## config.mk

```make
export PLATFORM = sky130hd
export DESIGN_NAME = serial_mem_slave
export DESIGN_NICKNAME = d
export VERILOG_FILES = /design/src/rtl/sms_pkg.sv /design/src/rtl/sms_line_sync.sv /design/src/rtl/sms_addr_ctr.sv /design/src/rtl/serial_mem_slave.sv
export SDC_FILE = /design/constraint.sdc
export NUM_CORES = 1
export LEC_CHECK = 0
export ABC_AREA = 1
export BUFFER_PORTS_ARGS = -buffer_cell sky130_fd_sc_hd__buf_4
export CAP_MARGIN = 20
export CORE_MARGIN = 5
export CORE_UTILIZATION = 52
export CTS_CLUSTER_SIZE = 12
export DETAILED_ROUTE_END_ITERATION = 10
export PLACE_DENSITY = 0.85
export SLEW_MARGIN = 10
export SYNTH_ARGS = -nofsm -noshare
export SYNTH_HDL_FRONTEND = slang
export SYNTH_HIERARCHICAL = 1
export SYNTH_SLANG_ARGS = --single-unit
```

## constraint.sdc

```tcl
create_clock -name clk -period 2.5 [get_ports clk]
set_clock_uncertainty 0.05 [all_clocks]
set_input_delay 0.5 -clock clk [delete_from_list [all_inputs] [get_ports clk]]
set_output_delay 0.5 -clock clk [all_outputs]
set_load 0.1 [all_outputs]
```

## src/rtl/sms_pkg.sv

```systemverilog
package sms_pkg;
  localparam logic [3:0] TYPE_CODE = 4'b1010;

  typedef enum logic [2:0] {
    ST_IDLE,
    ST_SEL,
    ST_AHI,
    ST_ALO,
    ST_WDAT,
    ST_RDAT,
    ST_SKIP
  } eng_st_t;
endpackage

```

## src/rtl/sms_line_sync.sv

```systemverilog
module sms_line_sync #(
  parameter int LINES  = 2,
  parameter int STAGES = 2
) (
  input  logic             clk,
  input  logic             rst_n,
  input  logic [LINES-1:0] raw,
  output logic [LINES-1:0] cur,
  output logic [LINES-1:0] prev
);
  for (genvar g = 0; g < LINES; g++) begin : g_line
    logic [STAGES:0] chain;
    always_ff @(posedge clk or negedge rst_n) begin
      if (!rst_n) chain <= '1;
      else        chain <= {chain[STAGES-1:0], raw[g]};
    end
    assign cur[g]  = chain[STAGES-1];
    assign prev[g] = chain[STAGES];
  end
endmodule

```

## src/rtl/sms_addr_ctr.sv

```systemverilog
module sms_addr_ctr #(
  parameter int AW = 15
) (
  input  logic          clk,
  input  logic          rst_n,
  input  logic          load,
  input  logic [AW-1:0] load_val,
  input  logic          inc,
  output logic [AW-1:0] cur
);
  logic [AW-1:0] cur_n;

  always_comb begin
    cur_n = cur;
    if (load)     cur_n = load_val;
    else if (inc) cur_n = cur + AW'(1);
  end

  always_ff @(posedge clk or negedge rst_n) begin
    if (!rst_n)            cur <= '0;
    else if (load || inc)  cur <= cur_n;
  end
endmodule

```

## src/rtl/serial_mem_slave.sv

```systemverilog
module serial_mem_slave
  import sms_pkg::*;
#(
  parameter int MEM_AW = 15
) (
  input  logic              clk,
  input  logic              rst_n,
  input  logic              scl_i,
  input  logic              sda_i,
  output logic              sda_oe,
  input  logic [2:0]        strap,
  input  logic              busy_i,
  output logic              wr_vld,
  output logic [MEM_AW-1:0] wr_addr,
  output logic [7:0]        wr_data,
  output logic              wr_commit,
  output logic              rd_en,
  output logic [MEM_AW-1:0] rd_addr,
  input  logic [7:0]        rd_data
);
  localparam int HI_W = 7;

  // reset: asserted asynchronously, released on a clock edge
  logic [1:0] rst_sh;
  logic       rst_l;
  always_ff @(posedge clk or negedge rst_n) begin
    if (!rst_n) rst_sh <= 2'b00;
    else        rst_sh <= {rst_sh[0], 1'b1};
  end
  assign rst_l = rst_sh[1];

  logic [1:0] ln_cur, ln_prev;
  sms_line_sync #(.LINES(2), .STAGES(2)) u_sync (
    .clk(clk), .rst_n(rst_l), .raw({scl_i, sda_i}),
    .cur(ln_cur), .prev(ln_prev)
  );

  logic scl_s, scl_q, sda_s, sda_q;
  assign {scl_s, sda_s} = ln_cur;
  assign {scl_q, sda_q} = ln_prev;

  logic scl_rise, scl_fall, start_c, stop_c;
  assign scl_rise = scl_s & ~scl_q;
  assign scl_fall = ~scl_s & scl_q;
  assign start_c  = scl_s & scl_q & sda_q & ~sda_s;
  assign stop_c   = scl_s & scl_q & ~sda_q & sda_s;

  eng_st_t             st, st_n;
  logic [3:0]          bitcnt, bitcnt_n;
  logic                in_ack, in_ack_n;
  logic [7:0]          sh, sh_n, tx, tx_n, wd_n;
  logic [HI_W-1:0]     hi, hi_n;
  logic                oe_n, mack, mack_n, got, got_n;
  logic                rd_req, rd_pend, wv_n, cm_n;
  logic                ld, inc;
  logic [MEM_AW-1:0]   cur, wa_n;
  logic [HI_W+7:0]     full_addr;

  assign full_addr = {hi, sh};

  sms_addr_ctr #(.AW(MEM_AW)) u_ctr (
    .clk(clk), .rst_n(rst_l), .load(ld), .load_val(full_addr[MEM_AW-1:0]),
    .inc(inc), .cur(cur)
  );
  assign rd_addr = cur;

  always_comb begin
    st_n = st;  bitcnt_n = bitcnt;  in_ack_n = in_ack;
    sh_n = sh;  hi_n = hi;  oe_n = sda_oe;  mack_n = mack;  got_n = got;
    tx_n = rd_pend ? rd_data : tx;
    wd_n = wr_data;  wa_n = wr_addr;
    wv_n = 1'b0;  cm_n = 1'b0;  rd_req = 1'b0;  ld = 1'b0;  inc = 1'b0;
    if (start_c) begin
      st_n = ST_SEL;  bitcnt_n = '0;  in_ack_n = 1'b0;  oe_n = 1'b0;
    end else if (stop_c) begin
      if (st == ST_WDAT && bitcnt <= 4'd1 && !in_ack && got) cm_n = 1'b1;
      st_n = ST_IDLE;  bitcnt_n = '0;  in_ack_n = 1'b0;  oe_n = 1'b0;
    end else if (st != ST_IDLE && st != ST_SKIP) begin
      if (scl_rise) begin
        if (in_ack) begin
          mack_n = ~sda_s;
          if (st == ST_RDAT && !sda_s) rd_req = 1'b1;
        end else begin
          sh_n = {sh[6:0], sda_s};
          if (bitcnt < 4'd8) bitcnt_n = bitcnt + 4'd1;
        end
      end
      if (scl_fall) begin
        if (!in_ack && bitcnt == 4'd8) begin
          in_ack_n = 1'b1;
          if (st == ST_RDAT) begin
            oe_n = 1'b0;
            inc  = 1'b1;
          end else if (busy_i ||
                       (st == ST_SEL && sh[7:1] != {TYPE_CODE, strap})) begin
            st_n = ST_SKIP;  in_ack_n = 1'b0;
          end else begin
            oe_n = 1'b1;
            unique case (st)
              ST_SEL:  if (sh[0]) begin st_n = ST_RDAT; rd_req = 1'b1; end
                       else st_n = ST_AHI;
              ST_AHI:  begin hi_n = sh[HI_W-1:0]; st_n = ST_ALO; end
              ST_ALO:  begin ld = 1'b1; got_n = 1'b0; st_n = ST_WDAT; end
              default: begin
                wv_n = 1'b1;  wd_n = sh;  wa_n = cur;  inc = 1'b1;  got_n = 1'b1;
              end
            endcase
          end
        end else if (in_ack) begin
          in_ack_n = 1'b0;  bitcnt_n = '0;  oe_n = 1'b0;
          if (st == ST_RDAT) begin
            if (mack) oe_n = ~tx[7];
            else      st_n = ST_SKIP;
          end
        end else if (st == ST_RDAT && bitcnt != 4'd0) begin
          oe_n = ~tx[3'd7 - bitcnt[2:0]];
        end
      end
    end
  end

  always_ff @(posedge clk or negedge rst_l) begin
    if (!rst_l) begin
      st <= ST_IDLE;  bitcnt <= '0;  in_ack <= 1'b0;  sh <= '0;  tx <= '0;
      hi <= '0;  sda_oe <= 1'b0;  mack <= 1'b0;  got <= 1'b0;
      rd_en <= 1'b0;  rd_pend <= 1'b0;  wr_vld <= 1'b0;  wr_commit <= 1'b0;
      wr_data <= '0;  wr_addr <= '0;
    end else begin
      st <= st_n;  bitcnt <= bitcnt_n;  in_ack <= in_ack_n;  sh <= sh_n;
      tx <= tx_n;  hi <= hi_n;  sda_oe <= oe_n;  mack <= mack_n;  got <= got_n;
      rd_en <= rd_req;  rd_pend <= rd_en;  wr_vld <= wv_n;  wr_commit <= cm_n;
      if (wv_n) begin
        wr_data <= wd_n;
        wr_addr <= wa_n;
      end
    end
  end
endmodule

```

# [Word level (Yosys, flattened, before mapping)]
# Index checks and enable logic that the tools add are counted.
[word_totals] ff_bits=84 inputBits=16 word_cells=169 output_inout_bits=42
[op_classes] n_bitwise=20 magnitude_cmp=3 reduce_logical=31 add_sub_neg=3 n_eq_ne=12 n_mux=81
[ops] operator="$mux W1" count=56
[ops] operator="$mux W4" count=9
[ops] operator="$mux W3" count=11
[ops] operator="$mux W15" count=2
[ops] operator="$reduce_and A8 Y1" count=2
[ops] operator="$add A15 B1 Y15 const B" count=1
[ops] operator="$not A1 Y1" count=13
[ops] operator="$reduce_bool A4 Y1" count=3
[ops] operator="$reduce_and A5 Y1" count=2
[ops] operator="$pmux W3 S3" count=1
[ops] operator="$reduce_and A9 Y1" count=1
[ops] operator="$reduce_bool A3 Y1" count=3
[ops] operator="$logic_and A1 B1 Y1" count=8
[ops] operator="$and A1 B1 Y1" count=7
[ops] operator="$ne A7 B3 Y1 const B" count=1
[ops] operator="$ne A7 B7 Y1" count=1
[ops] operator="$reduce_and A7 Y1" count=1
[ops] operator="$eq A3 B2 Y1 const B" count=2
[ops] operator="$eq A3 B3 Y1 const B" count=2
[ops] operator="$ne A5 B5 Y1 const B" count=1
[ops] operator="$reduce_bool A5 Y1" count=1
[ops] operator="$add A4 B1 Y4 const B" count=1
[ops] operator="$eq A4 B4 Y1 const B" count=1
[ops] operator="$le A4 B1 Y1 const B" count=1
[ops] operator="16 further kinds" count=19

# [Depth between registers and ports, before layout]
# Gate-level depths: netlist (run 1).
[logic_depth] depth_word=14 ltp_mapped=16

# [Modules after synthesis]
# Netlist (run 1), hierarchy kept.
[modules_own_cells] module="serial_mem_slave" seq_area_each_um2=1576.5 instances=1 cells_each=387 area_per_inst_um2=3160.5
[modules_own_cells] module="sms_addr_ctr" seq_area_each_um2=375.4 instances=1 cells_each=128 area_per_inst_um2=991.0
[modules_own_cells] module="sms_line_sync" seq_area_each_um2=157.7 instances=1 cells_each=10 area_per_inst_um2=187.7

# [Worst setup path after synthesis (run 1)]
# No wires, ideal clock.
[synth_path] kind="flip-flop to flip-flop" startpoint="register bitcnt[0]" endpoint="register u_ctr.cur[6]" setup_slack_ns=0.262 required_time_ns=2.319 synth_period_minus_slack_ns=2.238 n_path_buf=2 arrival_ns=2.057 path_stages_with_launch=16 path_cell_list="dfrtp_1 > inv_1 > ha_1 > nand2_1 > nor2_2 > nand2_2 > nor2_1 > nand4_1 > nor3_1 > buf_2 > inv_2 > nand2_2 > inv_2 > buf_4 > o21ai_1 > o21ai_1"
[synth_between] elab_chain_len=9
[synth_lines] element="start, declared" line_no="serial_mem_slave.sv:49" source="logic [3:0] bitcnt, bitcnt_n;"
[synth_lines] element="start signal, assigned" line_no="serial_mem_slave.sv:129" source="st <= st_n; bitcnt <= bitcnt_n; in_ack <= in_ack_n; sh <= sh_n;"
[synth_lines] element="$eq A4 B4 Y1 *" line_no="serial_mem_slave.sv:89" source="if (!in_ack && bitcnt == 4'd8) begin"
[synth_lines] element="$logic_and A1 B1 Y1 *" line_no="serial_mem_slave.sv:89"
[synth_lines] element="$mux W1 *" line_no="serial_mem_slave.sv:89"
[synth_lines] element="$mux W1 *" line_no="serial_mem_slave.sv:88" source="if (scl_fall) begin"
[synth_lines] element="$mux W1 *" line_no="serial_mem_slave.sv:78" source="end else if (st != ST_IDLE && st != ST_SKIP) begin"
[synth_lines] element="$mux W1 *" line_no="serial_mem_slave.sv:75" source="end else if (stop_c) begin"
[synth_lines] element="$mux W1 *" line_no="serial_mem_slave.sv:73" source="if (start_c) begin"
[synth_lines] element="net ld" line_no="serial_mem_slave.sv:55" source="logic ld, inc;"
[synth_lines] element="$reduce_bool A2 Y1 (no line) or $logic_or A1 B1 Y1 (tied branches)"
[synth_lines] element="$reduce_and A2 Y1 (no line)"
[synth_lines] element="end signal, assigned" line_no="sms_addr_ctr.sv:21" source="else if (load || inc) cur <= cur_n;"
[synth_lines] element="end, declared" line_no="sms_addr_ctr.sv:9" source="output logic [AW-1:0] cur"
# Mark *: on every way through the listed nets, which the timed path passes. The rest lies on a longest branch.
# A chain may end at the register's enable or synchronous reset.

# [Worst setup path after layout (run 1)]
[layout_path] startpoint="register bitcnt[3]" endpoint="register u_ctr.cur[11]"
# Same word-level chain as after synthesis.

==> metrics.md, run 1 <==
| Metric | Value |
|---|---|
| Row count | 33 |
| Most frequently used flop master after synthesis | sky130_fd_sc_hd__dfrtp_1 |
| P per Cell Area | ~700 mW/mm^2 |
| Transition time of the tightest slew-check pin | about 0.53 ns |
| Final setup vio count | 0 |
| Cell leakage power | ~2.6 nW |
| Count of flip-flops with a built-in enable after synthesis | 0 |
| Sequential share of power | 48.2% |
| Antenna diode count | 0 |
| Peak ir drop on the vdd network | between 0.3 and 0.4 mV |
| Part of the Yosys area used for sequential elements | 48.6% |
| Top area cells in the synthesized netlist | sky130_fd_sc_hd__dfrtp_1 (45%), sky130_fd_sc_hd__nand2_1 (15%), sky130_fd_sc_hd__nand4_1 (5.3%) |
| # nets final | a little over 600 |
| Final hold vios | 0 |
| Number of sinks handled by clock tree synthesis | between 80 and 90 |
| Worst R2R Setup Slack | roughly 0.18 ns |
| Number of detailed-route iterations in the first pass | 5 |
| Starting density of the core | approximately 53% |
| H-tree level count | 3 |
| Via density | roughly 5.6 |
| Flip-flop and latch count after synthesis | between 80 and 90 |
| Share of total power in combinational logic | 24.2% |
| Die width | about 100 um |
| Worst reg2reg path endpoint | u_ctr/cur[11] |
| Cell chosen for the clock root | sky130_fd_sc_hd__clkbuf_8 |
| Maximum number of buffers from clock root to sink | 2 |
| Slowest CP cell | sky130_fd_sc_hd__dfrtp_1 |
| Total Power | between 3 and 4 mW |
| Upper clock frequency limit | 431 MHz |
| Crit Reg-Reg Startpoint | bitcnt[3] |
| Via count of the first global-routing pass | 3,645 |
| Number of max-capacitance violations reported | 0 |
| Sw Ratio | 37.7% |
| Data required time of the worst path | roughly 2.7 ns |
| IO Pins | just under 60 |
| Summed instance area of the synthesized netlist | ~0.0043 sq mm |
| Synth-to-layout area growth | 16.9% |
| TritonCTS clock tree | built |
| Crit-path max FO | 12 |
| Async set-or-reset flop fraction in the synthesized netlist | 100% |
| Post-detail-place hpwl | roughly 7600 um |
| Worst-case hold path end point | u_sync/g_line[1].chain[0] |
| Area of the core | just over 0.008 sq mm |
| Most numerous cell on the critical path | sky130_fd_sc_hd__nand2_1 |
| Largest net degree at the start of global routing | slightly above 80 |
| Worst-case reg-to-reg path depth | 15 |
| Status | finished, final reports clean |
| Total clock buffers created by CTS | 9 |
| Worst Hold Depth | 1 |
| Library cells used by synthesis | 38 |
| Fraction of layout instances using a drive strength above 1 | 22.4% |
| Cell type group with the largest total delay on the critical path | simple AND/OR/NAND/NOR gates |
| Worst max-slew margin expressed relative to the limit | 64.5% |
| Cell type contributing the most total cell area after synthesis | sky130_fd_sc_hd__dfrtp_1 |
| Routed length per placed instance | ~15 um |
| Switching component of the power | 1.37 mW |
| RD Place Congestion | approximately 0.94 |
| Hold/Removal Path Class | in -> reg |
| Clk_lat worst skew | about 0.35 ns |
| Final hold slack | a little over 0.2 ns |
| Share of total power in the clock network | ~28% |
| Clock slew at reported path FFs | 0.09 ns |
| Per-instance average area after synthesis | roughly 8.3 sq um |
| Number of max-slew violations in the final report | 0 |
| Crit Path Class | reg -> reg |
| Beginning of the worst hold path | scl_i |
| Total routing usage reported by global routing | a little over a fifth |
| Area of the die | 0.0103 sq mm |
| Number of fill cells in the layout | 693 |
| Final period utilization | 92.7% |
| Congestion Overflow GR | 0 |
| Proportion of netlist area held by the largest area contributor | between 40% and 50% |
| Total length of routed wires | 10,700 um |
| Number of antenna violations at the first check in global routing | 0 |
| Maximum single-stage delay on the critical path | about 0.43 ns |
| Number of standard cells after synthesis | 525 |
| Global-route wire length before repair | about 18,000 um |
| Yosys synthesis warning count | 6 |
| Worst Setup End Kind | flop |
| Data arrival, critical path | 2.51 ns |
| Count of input and output buffers | 57 |
| DRC violation total after the first TritonRoute iteration | approximately 320 |
| Internal power summed over all cells | between 2 and 2.5 mW |
| Critical path launch point type | flop |
| Number of antenna-violating nets in the routed design | 0 |
| DRC violation count after routing | 0 |
| Shortest period the worst path allows | between 2 and 2.5 ns |
| Series of cell instances along the critical path | ha_1 > nand2_1 > nor2_2 > nand2_2 > nor2_1 > nand4_1 > nor3_1 > buf_4 > inv_2 > nand2_2 > inv_2 > nand2_1 > nand2_1 > nand2_1 > nand2_1 |
| Sum of buffers and inverters on the critical path | 3 |
| Vias | ~3.9k |
| Post-Synthesis Net Count | between 500 and 600 |
| Die height | slightly above 100 um |
==> power groups by stage <==
| stage | Combinational, mW | Sequential, mW | Clock, mW |
|---|---|---|---|
| 4_1_cts | 0.863 | 1.75 | 1.02 |
| 2_1_floorplan | 0.372 | 1.97 | 0 |
| 5_1_grt | 0.964 | 1.77 | 1.08 |
| 6_report | 0.877 | 1.75 | 1.00 |
| 3_5_place_dp | 0.850 | 1.78 | 0 |
| 3_3_place_gp | 0.825 | 1.77 | 0 |
==> synth_stat cells (3+ instances only) <==
| cell type | instances |
|---|---|
| sky130_fd_sc_hd__nor2_4 | 4 |
| sky130_fd_sc_hd__ha_1 | 6 |
| sky130_fd_sc_hd__a31oi_1 | 3 |
| sky130_fd_sc_hd__nand2_1 | 168 |
| sky130_fd_sc_hd__inv_1 | 42 |
| sky130_fd_sc_hd__o21ai_0 | 21 |
| sky130_fd_sc_hd__buf_2 | 6 |
| sky130_fd_sc_hd__nor2_2 | 7 |
| sky130_fd_sc_hd__buf_4 | 12 |
| sky130_fd_sc_hd__nand3_1 | 32 |
| sky130_fd_sc_hd__dfrtp_1 | 78 |
| sky130_fd_sc_hd__inv_2 | 9 |
| sky130_fd_sc_hd__dfstp_2 | 6 |
| sky130_fd_sc_hd__o21ai_1 | 7 |
| sky130_fd_sc_hd__nand4_1 | 37 |
| sky130_fd_sc_hd__nor2_1 | 28 |
| sky130_fd_sc_hd__nor3_1 | 7 |
| sky130_fd_sc_hd__buf_6 | 3 |
| sky130_fd_sc_hd__a22oi_1 | 12 |
| sky130_fd_sc_hd__xor2_1 | 6 |
| sky130_fd_sc_hd__nand2_2 | 10 |
==> what timing repair did <==
action / CTS / global route
buffers inserted: 0 / 1
resized for setup: 0 / 2
endpoints found under the hold margin: 2 / 0
hold buffers: 1 / 0
endpoints found under the setup margin: 0 / 14
==> worst reg2reg max path, stage by stage (launching register included) <==
cell,delay (ns)
sky130_fd_sc_hd__dfrtp_1,0.43
sky130_fd_sc_hd__ha_1,0.18
sky130_fd_sc_hd__nand2_1,0.08
sky130_fd_sc_hd__nor2_2,0.12
sky130_fd_sc_hd__nand2_2,0.15
sky130_fd_sc_hd__nor2_1,0.19
sky130_fd_sc_hd__nand4_1,0.16
sky130_fd_sc_hd__nor3_1,0.18
sky130_fd_sc_hd__buf_4,0.18
sky130_fd_sc_hd__inv_2,0.06
sky130_fd_sc_hd__nand2_2,0.09
sky130_fd_sc_hd__inv_2,0.11
sky130_fd_sc_hd__nand2_1,0.09
sky130_fd_sc_hd__nand2_1,0.05
sky130_fd_sc_hd__nand2_1,0.05
sky130_fd_sc_hd__nand2_1,0.04
==> layout by cell type, fill, tap and decap left out, types with 10 or more instances in the layout <==
| cell type | Yosys | routed |
|---|---|---|
| sky130_fd_sc_hd__inv_1 | 42 | 42 |
| sky130_fd_sc_hd__buf_4 | 12 | 68 |
| sky130_fd_sc_hd__nor2_1 | 28 | 27 |
| sky130_fd_sc_hd__nand3_1 | 32 | 32 |
| sky130_fd_sc_hd__nand2_2 | 10 | 10 |
| sky130_fd_sc_hd__nand2_1 | 168 | 168 |
| sky130_fd_sc_hd__a22oi_1 | 12 | 12 |
| sky130_fd_sc_hd__o21ai_0 | 21 | 21 |
| sky130_fd_sc_hd__clkbuf_8 | 0 | 10 |
| sky130_fd_sc_hd__dfrtp_1 | 78 | 77 |
| sky130_fd_sc_hd__nand4_1 | 37 | 37 |
==> state kept, by name (all words and copies together), names as in the netlist, 2 cells and up <==
| signal | flops |
|---|---|
| bitcnt | 4 |
| hi | 7 |
| rst_sh | 2 |
| sh | 8 |
| st | 3 |
| tx | 8 |
| u_ctr/cur | 15 |
| u_sync/g_line.chain | 6 |
| wr_addr | 15 |
| wr_data | 8 |
==> layout make-up <==
type	instances	area, sq um	share of cell area [%]
clock inverter	6	70.1	1.38
inverter	53	204	4.02
sequential	84	2110	41.7
tap	105	131	2.59
multi-input combinational	366	1880	37.0
clock buffer	10	138	2.71
timing repair buffer	70	541	10.7
==> cell families (layout without fill, tap and decap cells) <==
logic type	after synthesis	count (layout)	synth area share (%)
other	1	1	0.0864
adders and majority gates	6	6	1.73
xor gates and xnor gates	6	6	1.21
DFF	84	84	48.6
and+or+nand+nor	302	302	33.0
buffers and inverters	75	139	8.33
AOI/OAI and AO/OA	51	51	7.06
==> per-stage QoR <==
stage / util, % / area, sq um / cells / worst slack [ns] / setup TNS (ns)
3_3_place_gp: 59.0 / 4820 / 675 / 0.296 / 0
5_1_grt: 62.0 / 5070 / 694 / -0.00331 / -0.00331
3_5_place_dp: 59.0 / 4820 / 675 / 0.192 / 0
2_1_floorplan: - / 4340 / 525 / 0.262 / 0
6_report: 62.0 / 5070 / 694 / 0.182 / 0
4_1_cts: 61.6 / 5040 / 692 / 0.130 / 0
==> worst max-delay path by stage <==
stage                          from       endpoint  slack (ns)  cells after the start
after floorplan           bitcnt[0]   u_ctr/cur[6]        0.26                     15
after global placement    bitcnt[0]  u_ctr/cur[11]        0.30                     16
after detailed placement  bitcnt[0]  u_ctr/cur[11]        0.19                     16
after CTS                 bitcnt[3]  u_ctr/cur[11]        0.13                     15
after global routing      bitcnt[3]  u_ctr/cur[11]      -0.003                     15
final                     bitcnt[3]  u_ctr/cur[11]        0.18                     15
==> per-layer routing <==
layer / global-route usage, % / vias up / routed length (um)
li1: - / 1828 / -
met1: 31.3 / 1856 / 4570
met2: 34.2 / 171 / 5210
met3: 2.27 / 25 / 699
met4: 8.38 / 0 / 187
met5: 0 / - / 0
(Power assumes the default switching activity.)
==> run 2: changes to the inputs <==
--- a/config.mk
+++ b/config.mk
@@ -6,13 +6,12 @@
 export NUM_CORES = 1
 export LEC_CHECK = 0
 export ABC_AREA = 1
-export BUFFER_PORTS_ARGS = -buffer_cell sky130_fd_sc_hd__buf_4
-export CAP_MARGIN = 20
 export CORE_MARGIN = 5
-export CORE_UTILIZATION = 52
+export CORE_UTILIZATION = 55
 export CTS_CLUSTER_SIZE = 12
 export DETAILED_ROUTE_END_ITERATION = 10
-export PLACE_DENSITY = 0.85
+export DONT_BUFFER_PORTS = 1
+export PLACE_DENSITY = 0.82
 export SLEW_MARGIN = 10
 export SYNTH_ARGS = -nofsm -noshare
 export SYNTH_HDL_FRONTEND = slang
==> constraint.sdc (replaced) <==
create_clock -name clk -period 1.93 [get_ports clk]
set_clock_uncertainty 0.05 [all_clocks]
set_input_delay 0.386 -clock clk [delete_from_list [all_inputs] [get_ports clk]]
set_output_delay 0.386 -clock clk [all_outputs]
set_load 0.1 [all_outputs]
==> run 2 against run 1 <==
Net effect:
- the run now ends with negative setup slack left
- total power increased by 40%
- via count grew 3.4%
- combinational power is 71% higher
- flip-flop and latch count unchanged
- clock power grew 45%
- sequential power rose by 22%
- critical path depth down 1
- die area decreased by 4.9%
- fmax increased by 14%
- first-iteration DRC count is 12% higher
==> metrics.md, run 2 (synthesis results as in run 1) <==
| Metric | Value |
|---|---|
| Via density | 5.63 (+0.67%) |
| Synth-to-layout area growth | 26.2% |
| Count of placed standard cells including taps | 678 (+0.44%) |
| Most numerous cell on the critical path | sky130_fd_sc_hd__nand2_4 |
| Hold/Removal Path Class | in -> reg |
| Largest net degree at the start of global routing | 83 (+2.5%) |
| Die height | 98.8 um (-2.5%) |
| Worst Hold Depth | 2 (+1) |
| Number of max-capacitance violations reported | 0 (unchanged) |
| TritonCTS clock tree | built |
| RD Place Congestion | 0.938 (about the same) |
| Peak ir drop on the vdd network | 0.688 mV (+76%) |
| DRC violation total after the first TritonRoute iteration | 360 (+12%) |
| Summed negative setup slack over all endpoints | -0.944 ns (-0.944 ns) |
| IO Pins | 58 (unchanged) |
| Slowest CP cell | sky130_fd_sc_hd__dfrtp_2 |
| Total routing usage reported by global routing | 23.5% (+1.8 points) |
| Number of fill cells in the layout | 577 (-17%) |
| Top Registers | u_ctr/cur: 15 flops, wr_addr: 15 flops |
| H-tree level count | 3 (unchanged) |
| Cell leakage power | 2.78 nW (+5.6%) |
| Post-detail-place hpwl | 7520 um (-1.4%) |
| Number of max-slew violations in the final report | 0 (unchanged) |
| Maximum number of buffers from clock root to sink | 2 (unchanged) |
| Status | complete, but fails checks |
| Crit Path Class | reg -> reg |
| P per Cell Area | 929 mW/mm^2 (+30%) |
| Global-route wire length before repair | 18,500 um (+4.8%) |
| Total Power | 5.09 mW (+40%) |
| Non-filler cells in the finished layout | 713 (+2.7%) |
| Via count of the first global-routing pass | 3,850 (+5.6%) |
| Top library cells by usage in the layout, fill and taps aside | sky130_fd_sc_hd__nand2_1 (163), sky130_fd_sc_hd__buf_4 (81), sky130_fd_sc_hd__dfrtp_1 (76), sky130_fd_sc_hd__inv_1 (41), sky130_fd_sc_hd__nand4_1 (37) |
| Number of detailed-route iterations in the first pass | 5 (unchanged) |
| Die width | 98.8 um (-2.5%) |
| Upper clock frequency limit | 493 MHz (+14%) |
| Antenna diode count | 0 (unchanged) |
| Count of input and output buffers | 0 (-100%) |
| Number of sinks handled by clock tree synthesis | 84 (unchanged) |
| Critical path launch point type | flop |
| Shortest period the worst path allows | 2.03 ns (-0.288 ns) |
| Final design instance area without fill | 0.00547 sq mm (+7.9%) |
| Final period utilization | 105% (+12 points) |
| Number of antenna-violating nets in the routed design | 0 (unchanged) |
| DRC violation count after routing | 0 (unchanged) |
| Worst Setup End Kind | flop |
| Violated checks | negative setup slack |
| Setup repair after global routing missed its margin | true |
| Final setup vio count | 13 (+13) |
| Congestion Overflow GR | 0 (unchanged) |
| Final hold vios | 0 (unchanged) |
| Routed length per placed instance | 16.1 um (+4.7%) |
| Worst-case setup slack after placement | -0.138 ns (-0.331 ns) |
| Total clock buffers created by CTS | 9 (unchanged) |
| Post-layout worst setup margin | -0.100 ns (-0.282 ns) |
| Worst-case reg-to-reg path depth | 14 (-1) |
| Series of cell instances along the critical path | inv_4 > ha_4 > nand2_4 > nor2_4 > nand2_4 > nor2_4 > nand4_1 > nor3_2 > buf_4 > inv_4 > nand2_4 > clkinvlp_4 > nand3_2 > nand2_1 |
| Clk_lat worst skew | 0.36 ns (about the same) |
| Row count | 32 (-3.0%) |
| Fraction of layout instances using a drive strength above 1 | 28.8% (+6.4 points) |
| Total placed instance area | 0.00493 sq mm (+2.3%) |
| Most common cell after layout, fill and taps aside | sky130_fd_sc_hd__nand2_1 |
| Maximum single-stage delay on the critical path | 0.43 ns (about the same) |
| Core Util, Final | 71.2% (+9.2 points) |
| Area of the core | 0.00769 sq mm (-6.0%) |
| Total length of routed wires | 11,500 um (+7.5%) |
| Number of antenna violations at the first check in global routing | 0 (unchanged) |
| Data arrival, critical path | 2.22 ns (-0.29 ns) |
| Area of the die | 0.00977 sq mm (-4.9%) |
| Final hold slack | 0.0975 ns (-0.105 ns) |
| # nets final | 628 (+3.6%) |
| Worst R2R Setup Slack | -0.10 ns (-0.28 ns) |
| Starting density of the core | 56.4% (+3.4 points) |
| Data required time of the worst path | 2.12 ns (-0.57 ns) |
| Crit-path max FO | 6 (-6) |
| Vias | 4,013 (+3.4%) |
| Cell chosen for the clock root | sky130_fd_sc_hd__clkbuf_8 |
| Clock slew at reported path FFs | 0.09 ns (about the same) |
run 2: changes by cell type in the layout (fill, tap and decap cells not counted), sizes merged:
cell	previous run	this run
clkinvlp	3	1
buf	69	86
clkbuf	10	11
nand3	36	38
dlygate4sd3	1	3
bufinv	1	2
clkinv	2	3
run 2: cell type report:
class	count	area (sq um)	share of cell area, %
tap	102	128	2.33
multi-input combinational	368	2040	37.3
timing repair inverter	1	7.51	0.137
inverter	53	211	3.86
sequential	84	2110	38.6
clock inverter	5	82.6	1.51
clock buffer	11	151	2.77
timing repair buffer	89	738	13.5
run 2: routing by layer:
metal  vias up  wire length [um]  GRT usage, %
met5         -                 0             0
met4         0               201          7.14
met3        23               928          5.52
met2       195              5640          36.7
met1      1905              4700          32.9
li1       1890                 -             -
run 2: worst max-delay path, delay by kind of cell, from the launching register on:
| kind | cells | cell delay [ns] |
|---|---|---|
| simple gates | 9 | 0.85 |
| buf+inv | 4 | 0.44 |
| flops | 1 | 0.43 |
| fa+ha+maj | 1 | 0.13 |
run 2: final timing paths:
| check | startpoint | to |
|---|---|---|
| setup / recovery | bitcnt[0] | u_ctr/cur[10] |
| hold / removal | rd_data[7] | tx[7] |
| setup reg to reg | bitcnt[0] | u_ctr/cur[10] |
| hold reg to reg | rst_sh[1] | u_ctr/cur[8] |
| max in group asynchronous | rst_sh[1] | bitcnt[0] |
| min in group asynchronous | rst_n | rst_sh[1] |
run 2: what timing repair did:
item	CTS	global route
buffers inserted	7	7
setup endpoints to repair	38	50
endpoints found under the hold margin	4	0
pin swaps	3	6
gates cloned	2	1
hold buffers	3	0
gates resized for setup	18	17
run 2: report_power, final:
part	switching [mW]	internal [mW]
registers	0.173	1.97
logic	1.03	0.470
clock network	0.643	0.805
